`src/rtl/adma_pkg.sv`:
```
package adma_pkg;
  localparam int CNT_W = 16;

  localparam int DESC_IOC_BIT = 31;
  localparam int DESC_BUP_BIT = 30;

  localparam int CT_RUN  = 0;
  localparam int CT_RST  = 1;
  localparam int CT_LVIE = 2;
  localparam int CT_FEIE = 3;
  localparam int CT_IOCE = 4;

  localparam int SB_DCH   = 0;
  localparam int SB_CELV  = 1;
  localparam int SB_LVBC  = 2;
  localparam int SB_BC    = 3;
  localparam int SB_FIFOE = 4;

  typedef enum logic [2:0] {
    ST_IDLE, ST_DESC0, ST_DESC1, ST_DATA, ST_DONE, ST_HALT
  } seq_state_t;
endpackage

```
`src/rtl/adma_regs.sv`:
```
module adma_regs
  import adma_pkg::*;
#(
  parameter int AW    = 32,
  parameter int IDX_W = 5
) (
  input  logic             clk,
  input  logic             rst_n,
  input  logic             reg_we,
  input  logic [3:0]       reg_addr,
  input  logic [3:0]       reg_be,
  input  logic [31:0]      reg_wdata,
  output logic [31:0]      reg_rdata,
  input  logic [IDX_W-1:0] civ,
  input  logic [CNT_W-1:0] pos,
  input  logic             dch,
  input  logic             evt_bc,
  input  logic             evt_lv,
  input  logic             evt_fe,
  output logic [AW-1:0]    list_base,
  output logic [IDX_W-1:0] lvi,
  output logic             run,
  output logic             chan_rst,
  output logic [4:0]       stat,
  output logic             irq
);
  localparam int PAD = 8 - IDX_W;

  logic [AW-1:0]    base_q, base_n;
  logic [IDX_W-1:0] lvi_q, lvi_n;
  logic [4:0]       ctrl_q, ctrl_n;
  logic             bc_q, bc_n, lvbc_q, lvbc_n, fe_q, fe_n;
  logic             wr0, wr1, wr2;
  logic [IDX_W-1:0] piv;

  assign wr0 = reg_we && (reg_addr[3:2] == 2'd0);
  assign wr1 = reg_we && (reg_addr[3:2] == 2'd1);
  assign wr2 = reg_we && (reg_addr[3:2] == 2'd2);
  assign chan_rst = wr2 && reg_be[3] && reg_wdata[24 + CT_RST];
  assign piv = civ + IDX_W'(1);

  always_comb begin
    base_n = base_q;
    lvi_n  = lvi_q;
    ctrl_n = ctrl_q;
    if (wr0) begin
      for (int b = 0; b < 4; b++)
        if (reg_be[b]) base_n[8*b +: 8] = reg_wdata[8*b +: 8];
    end
    base_n[2:0] = 3'b000;
    if (wr1 && reg_be[1]) lvi_n = reg_wdata[8 +: IDX_W];
    if (wr2 && reg_be[3]) begin
      ctrl_n = reg_wdata[28:24];
      ctrl_n[CT_RST] = 1'b0;
    end
    bc_n   = (bc_q   && !(wr1 && reg_be[2] && reg_wdata[16 + SB_BC]))   || evt_bc;
    lvbc_n = (lvbc_q && !(wr1 && reg_be[2] && reg_wdata[16 + SB_LVBC])) || evt_lv;
    fe_n   = fe_q || evt_fe;
    if (chan_rst) begin
      lvi_n  = '0;
      bc_n   = 1'b0;
      lvbc_n = 1'b0;
      fe_n   = 1'b0;
    end
  end

  always_ff @(posedge clk or negedge rst_n) begin
    if (!rst_n) begin
      base_q <= '0;
      lvi_q  <= '0;
      ctrl_q <= '0;
      bc_q   <= 1'b0;
      lvbc_q <= 1'b0;
      fe_q   <= 1'b0;
    end else begin
      base_q <= base_n;
      lvi_q  <= lvi_n;
      ctrl_q <= ctrl_n;
      bc_q   <= bc_n;
      lvbc_q <= lvbc_n;
      fe_q   <= fe_n;
    end
  end

  assign stat = {fe_q, bc_q, lvbc_q, (civ == lvi_q), dch};

  always_comb begin
    unique case (reg_addr[3:2])
      2'd0:    reg_rdata = base_q;
      2'd1:    reg_rdata = {11'd0, stat, {PAD{1'b0}}, lvi_q, {PAD{1'b0}}, civ};
      2'd2:    reg_rdata = {3'd0, ctrl_q, {PAD{1'b0}}, piv, pos};
      default: reg_rdata = '0;
    endcase
  end

  assign list_base = base_q;
  assign lvi       = lvi_q;
  assign run       = ctrl_q[CT_RUN];
  assign irq = (bc_q && ctrl_q[CT_IOCE]) || (lvbc_q && ctrl_q[CT_LVIE]) ||
               (fe_q && ctrl_q[CT_FEIE]);
endmodule

```
`src/rtl/adma_seq.sv`:
```
module adma_seq
  import adma_pkg::*;
#(
  parameter int AW    = 32,
  parameter int DW    = 32,
  parameter int IDX_W = 5
) (
  input  logic             clk,
  input  logic             rst_n,
  input  logic             run,
  input  logic             chan_rst,
  input  logic [AW-1:0]    list_base,
  input  logic [IDX_W-1:0] lvi,
  input  logic             hold_full,
  input  logic             mem_ack,
  input  logic [DW-1:0]    mem_rdata,
  output logic             mem_req,
  output logic [AW-1:0]    mem_addr,
  output logic             push,
  output logic [DW-1:0]    push_data,
  output logic [IDX_W-1:0] civ,
  output logic [CNT_W-1:0] pos,
  output logic             dch,
  output logic             cur_bup,
  output logic             evt_bc,
  output logic             evt_lv
);
  seq_state_t       st_q, st_n;
  logic [IDX_W-1:0] civ_q, civ_n;
  logic [CNT_W-1:0] pos_q, pos_n, offs_q, offs_n;
  logic [AW-1:0]    bbase_q, bbase_n, desc_addr;
  logic             ioc_q, ioc_n, bup_q, bup_n, take;

  assign desc_addr = list_base + {{(AW-IDX_W-3){1'b0}}, civ_q, 3'b000};
  assign mem_req = run && ((st_q == ST_DESC0) || (st_q == ST_DESC1) ||
                   ((st_q == ST_DATA) && (pos_q != '0) && !hold_full));
  assign take = mem_req && mem_ack;

  always_comb begin
    unique case (st_q)
      ST_DESC0: mem_addr = desc_addr;
      ST_DESC1: mem_addr = desc_addr + AW'(4);
      default:  mem_addr = bbase_q + {{(AW-CNT_W-2){1'b0}}, offs_q, 2'b00};
    endcase
  end

  always_comb begin
    st_n    = st_q;
    civ_n   = civ_q;
    pos_n   = pos_q;
    offs_n  = offs_q;
    bbase_n = bbase_q;
    ioc_n   = ioc_q;
    bup_n   = bup_q;
    push    = 1'b0;
    evt_bc  = 1'b0;
    evt_lv  = 1'b0;
    unique case (st_q)
      ST_IDLE:  if (run) st_n = ST_DESC0;
      ST_DESC0: if (take) begin
        bbase_n = mem_rdata[AW-1:0];
        st_n    = ST_DESC1;
      end
      ST_DESC1: if (take) begin
        pos_n  = mem_rdata[CNT_W-1:0];
        ioc_n  = mem_rdata[DESC_IOC_BIT];
        bup_n  = mem_rdata[DESC_BUP_BIT];
        offs_n = '0;
        st_n   = ST_DATA;
      end
      ST_DATA: begin
        if (pos_q == '0) st_n = ST_DONE;
        else if (take) begin
          push   = 1'b1;
          pos_n  = pos_q - CNT_W'(1);
          offs_n = offs_q + CNT_W'(1);
        end
      end
      ST_DONE: begin
        evt_bc = ioc_q;
        if (civ_q == lvi) begin
          evt_lv = 1'b1;
          st_n   = ST_HALT;
        end else begin
          civ_n = civ_q + IDX_W'(1);
          st_n  = ST_DESC0;
        end
      end
      ST_HALT: if (run && (lvi != civ_q)) begin
        civ_n = civ_q + IDX_W'(1);
        st_n  = ST_DESC0;
      end
      default: st_n = ST_IDLE;
    endcase
    if (chan_rst) begin
      st_n   = ST_IDLE;
      civ_n  = '0;
      pos_n  = '0;
      offs_n = '0;
    end
  end

  always_ff @(posedge clk or negedge rst_n) begin
    if (!rst_n) begin
      st_q    <= ST_IDLE;
      civ_q   <= '0;
      pos_q   <= '0;
      offs_q  <= '0;
      bbase_q <= '0;
      ioc_q   <= 1'b0;
      bup_q   <= 1'b0;
    end else begin
      st_q    <= st_n;
      civ_q   <= civ_n;
      pos_q   <= pos_n;
      offs_q  <= offs_n;
      bbase_q <= bbase_n;
      ioc_q   <= ioc_n;
      bup_q   <= bup_n;
    end
  end

  assign push_data = mem_rdata;
  assign civ       = civ_q;
  assign pos       = pos_q;
  assign dch       = (st_q == ST_IDLE) || (st_q == ST_HALT);
  assign cur_bup   = bup_q;
endmodule

```
`src/rtl/adma_outport.sv`:
```
module adma_outport #(
  parameter int DW = 32
) (
  input  logic          clk,
  input  logic          rst_n,
  input  logic          chan_rst,
  input  logic          push,
  input  logic [DW-1:0] push_data,
  input  logic          bup,
  input  logic          out_req,
  output logic [DW-1:0] out_data,
  output logic          hold_full,
  output logic          evt_fe
);
  logic [DW-1:0] hold_q, hold_n, out_q, out_n;
  logic          full_q, full_n;

  always_comb begin
    hold_n = hold_q;
    full_n = full_q;
    out_n  = out_q;
    evt_fe = 1'b0;
    if (out_req) begin
      if (full_q) begin
        out_n  = hold_q;
        full_n = 1'b0;
      end else begin
        evt_fe = 1'b1;
        out_n  = bup ? '0 : out_q;
      end
    end
    if (push && !full_q) begin
      hold_n = push_data;
      full_n = 1'b1;
    end
    if (chan_rst) full_n = 1'b0;
  end

  always_ff @(posedge clk or negedge rst_n) begin
    if (!rst_n) begin
      hold_q <= '0;
      full_q <= 1'b0;
      out_q  <= '0;
    end else begin
      hold_q <= hold_n;
      full_q <= full_n;
      out_q  <= out_n;
    end
  end

  assign out_data  = out_q;
  assign hold_full = full_q;
endmodule

```
`src/rtl/audio_dma_seq.sv`:
```
module audio_dma_seq
  import adma_pkg::*;
#(
  parameter int AW    = 32,
  parameter int DW    = 32,
  parameter int IDX_W = 5
) (
  input  logic          clk,
  input  logic          rst_n,
  input  logic          reg_we,
  input  logic [3:0]    reg_addr,
  input  logic [3:0]    reg_be,
  input  logic [31:0]   reg_wdata,
  output logic [31:0]   reg_rdata,
  output logic          mem_req,
  output logic [AW-1:0] mem_addr,
  input  logic          mem_ack,
  input  logic [DW-1:0] mem_rdata,
  input  logic          out_req,
  output logic [DW-1:0] out_data,
  output logic          irq
);
  logic [AW-1:0]    list_base;
  logic [IDX_W-1:0] lvi, civ;
  logic [CNT_W-1:0] pos;
  logic [4:0]       stat;
  logic [DW-1:0]    push_data;
  logic run, chan_rst, dch, evt_bc, evt_lv, evt_fe, push, hold_full, cur_bup;

  adma_regs #(.AW(AW), .IDX_W(IDX_W)) u_regs (
    .clk(clk), .rst_n(rst_n), .reg_we(reg_we), .reg_addr(reg_addr),
    .reg_be(reg_be), .reg_wdata(reg_wdata), .reg_rdata(reg_rdata),
    .civ(civ), .pos(pos), .dch(dch), .evt_bc(evt_bc), .evt_lv(evt_lv),
    .evt_fe(evt_fe), .list_base(list_base), .lvi(lvi), .run(run),
    .chan_rst(chan_rst), .stat(stat), .irq(irq)
  );

  adma_seq #(.AW(AW), .DW(DW), .IDX_W(IDX_W)) u_seq (
    .clk(clk), .rst_n(rst_n), .run(run), .chan_rst(chan_rst),
    .list_base(list_base), .lvi(lvi), .hold_full(hold_full),
    .mem_ack(mem_ack), .mem_rdata(mem_rdata), .mem_req(mem_req),
    .mem_addr(mem_addr), .push(push), .push_data(push_data), .civ(civ),
    .pos(pos), .dch(dch), .cur_bup(cur_bup), .evt_bc(evt_bc),
    .evt_lv(evt_lv)
  );

  adma_outport #(.DW(DW)) u_out (
    .clk(clk), .rst_n(rst_n), .chan_rst(chan_rst), .push(push),
    .push_data(push_data), .bup(cur_bup), .out_req(out_req),
    .out_data(out_data), .hold_full(hold_full), .evt_fe(evt_fe)
  );
endmodule

```
`config.mk`:
```
export PLATFORM = sky130hd
export DESIGN_NAME = audio_dma_seq
export DESIGN_NICKNAME = d
export VERILOG_FILES = /design/src/rtl/adma_pkg.sv /design/src/rtl/adma_regs.sv /design/src/rtl/adma_seq.sv /design/src/rtl/adma_outport.sv /design/src/rtl/audio_dma_seq.sv
export SDC_FILE = /design/constraint.sdc
export NUM_CORES = 1
export LEC_CHECK = 0
export BUFFER_PORTS_ARGS = -buffer_cell sky130_fd_sc_hd__buf_2
export CAP_MARGIN = 40
export CORE_MARGIN = 4
export CORE_UTILIZATION = 30
export CTS_CLUSTER_SIZE = 12
export DETAILED_ROUTE_END_ITERATION = 7
export GPL_TIMING_DRIVEN = 0
export PLACE_DENSITY = 0.5
export SETUP_SLACK_MARGIN = 0.1
export SYNTH_ARGS = -nofsm -noshare
export SYNTH_HDL_FRONTEND = slang
export SYNTH_SLANG_ARGS = --single-unit
```
`constraint.sdc`:
```
create_clock -name clk -period 6.4 [get_ports clk]
set_clock_uncertainty 0.05 [all_clocks]
set_input_delay 1.28 -clock clk [delete_from_list [all_inputs] [get_ports clk]]
set_output_delay 1.28 -clock clk [all_outputs]
set_load 0.02 [all_outputs]
```
==> results.md <==
* Worst-Skew Late Latency at between 0.4 and 0.5 ns
* Seq/Total Area, Yosys at about 44%
* CTS HTree Levels at 4
* Pre-CTS setup slack at around 1.8 ns
* Mapped Nets at 1171
* Fin crit share at between 70% and 80%
* Worst reg2reg path endpoint: u_seq.pos[15]$_DFFE_PN0P_
* Reg-to-reg slack, setup at 3.54 ns
* Min-delay worst type: reg -> reg
* Leakage at 5.77 nW
* Synth Area in Compound Gates at between 10% and 20%
* Global-route usage over all layers at a little under a fifth
* Critical path required time at 5.07 ns
* Multiplexer share of the synthesized area at approximately a tenth
* Yosys cell types at 65
* Total Wirelength at between 30000 and 40000 µm
* Synthesized-area fraction occupied by adder cells at 3.47%
* Post-CTS setup buffers at 0
* Final Critical Period at between 5 and 6 ns
* 1st-iter DRT viols at around 600
* Post-placement cell area at 11700 µm²
* Clock Pin Slew Worst Setup and Hold Paths at around 0.08 ns
* Cts-stage hold buffer count at 0
* Post-synth ARST share at 100%
* XOR/XNOR share of the synthesized area at 5.94%
* Total congestion overflow at 0
* Pwr/cell area at 475 nW/µm²
* Biggest area consumer among synthesized cells: dfrtp_1
* # rows at 67
* Hold WS at between 0.4 and 0.5 ns
* Hold Startpoint: u_out.hold_q[0]$_DFFE_PN0P_
* Worst vdd ir at slightly above 0.0002 V
* RSZ-0062 raised after global routing: false
* DIE HEIGHT at about 190 µm
* Crit. End Element: primary output
* Status: finished clean
* Fmax achieved at slightly below 0.2 GHz
* CP Data Arrival Time at around 3.8 ns
* DR vias at 8770
* Core region area at 33500 µm²
* Synth top area share at between 40% and 50%
* Synthesis-to-finish area growth at 20.2%
* Clock sinks at between 150 and 200
* Fin. max-slew vios at 0
* Max FO, Critical Path at 6
* Syn Inst Count at 1067
* Ports at around 180
* Count leader, synth: nand2_1
* Cells on Worst Hold Path at 2
* Max-cap viol count at 0
* Nets at about 1400
* Yosys warning count at 0
* Clock tree buffer depth at 2
* Crit Path Class: reg -> out
* Largest net degree at the start of global routing at 95
* DRT Pass-1 Iters at 5
* CTS tree: done
* Measured slew at the worst slew-check pin at 0.934 ns
* Endpoints failing setup at 0
* Root Buffer: clkbuf_16
* Global-route wire length before repair at about 52000 µm
* Crit start category: flop
* Area contributors post-synth: dfrtp_1 44%, mux2_2 7.5%, nand2_1 6.9%
* Largest family of logic cells by synthesized area: simple AND/OR/NAND/NOR gates
* Initial core utilization at between 30% and 40%
* Top_reg_cell synth: dfrtp_1
* Vias per std cell at between 5 and 6
* Die X at about 190 µm
* # resized after CTS at 0
* Setup TNS at 0 ns
* Num CTS Buffers at 17
* Post-Synthesis Cell Area at 10200 µm²
* Endpoints failing hold at 0
* Routed wire per std cell at ~20 µm
* Vias in the first global route at around 8700
* FF-to-FF Start: u_seq.pos[12]$_DFFE_PN0P_
* Synth Register Bits at between 150 and 200
* DR DRC count at 0
* Design area at about 12000 µm²
* Syn Area/Cell at ~9.5 µm²
* Overall die area at roughly 37000 µm²
* Initial antenna violation count at 0
* Slew HR at about 37%
* Layout cells sized above 1 at a little under a quarter
* Diode count at 0
* Most common library cells after synthesis: 186 x nand2_1, 180 x dfrtp_1, 79 x nor2_1
* Simple-gate share of the synthesized area at between 10% and 20%
* Port Buffers at approximately 170
* Post-synth EDFFs at 0
* Worst Hold End: u_out.hold_q[0]$_DFFE_PN0P_
* Post-DP HPWL at about 27000 µm
* Worst setup margin at around 1.3 ns
* GPL Wtd Cong at ~0.91
* R2R depth at 9
* Post-DRT Antenna Nets at 0
[kinds of logic after synthesis]
group | after synthesis
adders and majority gates | 27
AOI/OAI and AO/OA | 228
DFF | 180
xor gates and xnor gates | 69
muxes | 100
buffers and inverters | 75
and+or+nand+nor | 388
[per-stage QoR]
step / util, % / power (mW) / instances
detailed placement: 34.8 / 4.75 / 1688
global route: 36.5 / 6.18 / 1720
global placement: 34.5 / 4.73 / 1683
floorplan: - / 3.68 / 1067
finish: 36.5 / 5.81 / 1720
CTS: 36.5 / 5.85 / 1720
[per-layer routing]
metal | routed length, µm | GRT usage [%]
met5 | 0 | 0
met4 | 782 | 6.17
met3 | 1240 | 2.93
met2 | 16000 | 29.4
met1 | 16300 | 26.4
[layout make-up]
| type | count | area (µm²) |
|---|---|---|
| timing repair buffer | 173 | 910 |
| inverter | 18 | 67.6 |
| buffer | 57 | 262 |
| multi-input combinational | 812 | 5350 |
| sequential | 180 | 4500 |
| tap | 448 | 561 |
| fill | 3487 | 21300 |
| clock buffer | 17 | 425 |
| clock inverter | 15 | 156 |
[registers in the layout (all words and copies together), names as in the netlist]
signal,cells
u_seq.ioc_q,1
u_regs.ctrl_q,4
u_regs.list_base,29
u_regs.lvi,5
u_out.hold_full,1
u_seq.st_q,3
u_out.out_data,32
u_out.hold_q,32
u_seq.bbase_q,32
u_seq.cur_bup,1
u_seq.civ,5
u_regs.bc_q,1
u_seq.pos,16
u_regs.lvbc_q,1
u_seq.offs_q,16
u_regs.fe_q,1
[critical path, cell delays in order (launching register included)]
cell and delay, ns:
dfrtp_1 0.45, ha_1 0.23, fa_1 0.40, a21o_1 0.19
a221oi_1 0.53, nor3b_1 0.18, o211ai_1 0.54, nor3_1 0.15
xor2_1 0.17, mux2_2 0.28, buf_2 0.16
[cells in the final DEF (no fill, tap or decap), drive strengths merged, types with 26 or more instances in the layout]
cell type  count
nand3         26
xor2          41
mux2i         32
mux2          68
clkbuf        62
o21ai         75
xnor2         28
inv           28
buf          185
a21oi         41
nand2        186
dfrtp        180
nor2          79
a22o          34
[report_power, final]
part | switching [mW] | internal (mW) | leakage [nW]
Combinational | 1.76 | 1.02 | 3.20
Clock | 0.528 | 0.554 | 0.290
Sequential | 0.398 | 1.55 | 2.28
Total | 2.68 | 3.13 | 5.77
[worst max path at each step]
stage,startpoint,endpoint,slack (ns)
finish,u_seq.offs_q[0]$_DFFE_PN0P_,mem_addr[30],1.32
global route,u_seq.offs_q[0]$_DFFE_PN0P_,mem_addr[22],1.11
CTS,u_seq.offs_q[0]$_DFFE_PN0P_,mem_addr[30],1.25
detailed placement,u_seq.offs_q[0]$_DFFE_PN0P_,mem_addr[30],1.75
global placement,rst_n,u_regs.list_base[30]$_DFFE_PN0P_,0.79
floorplan,u_seq.offs_q[0]$_DFFE_PN0P_,mem_addr[16],2.30
No activity file was read; power rests on OpenSTA's default activity.
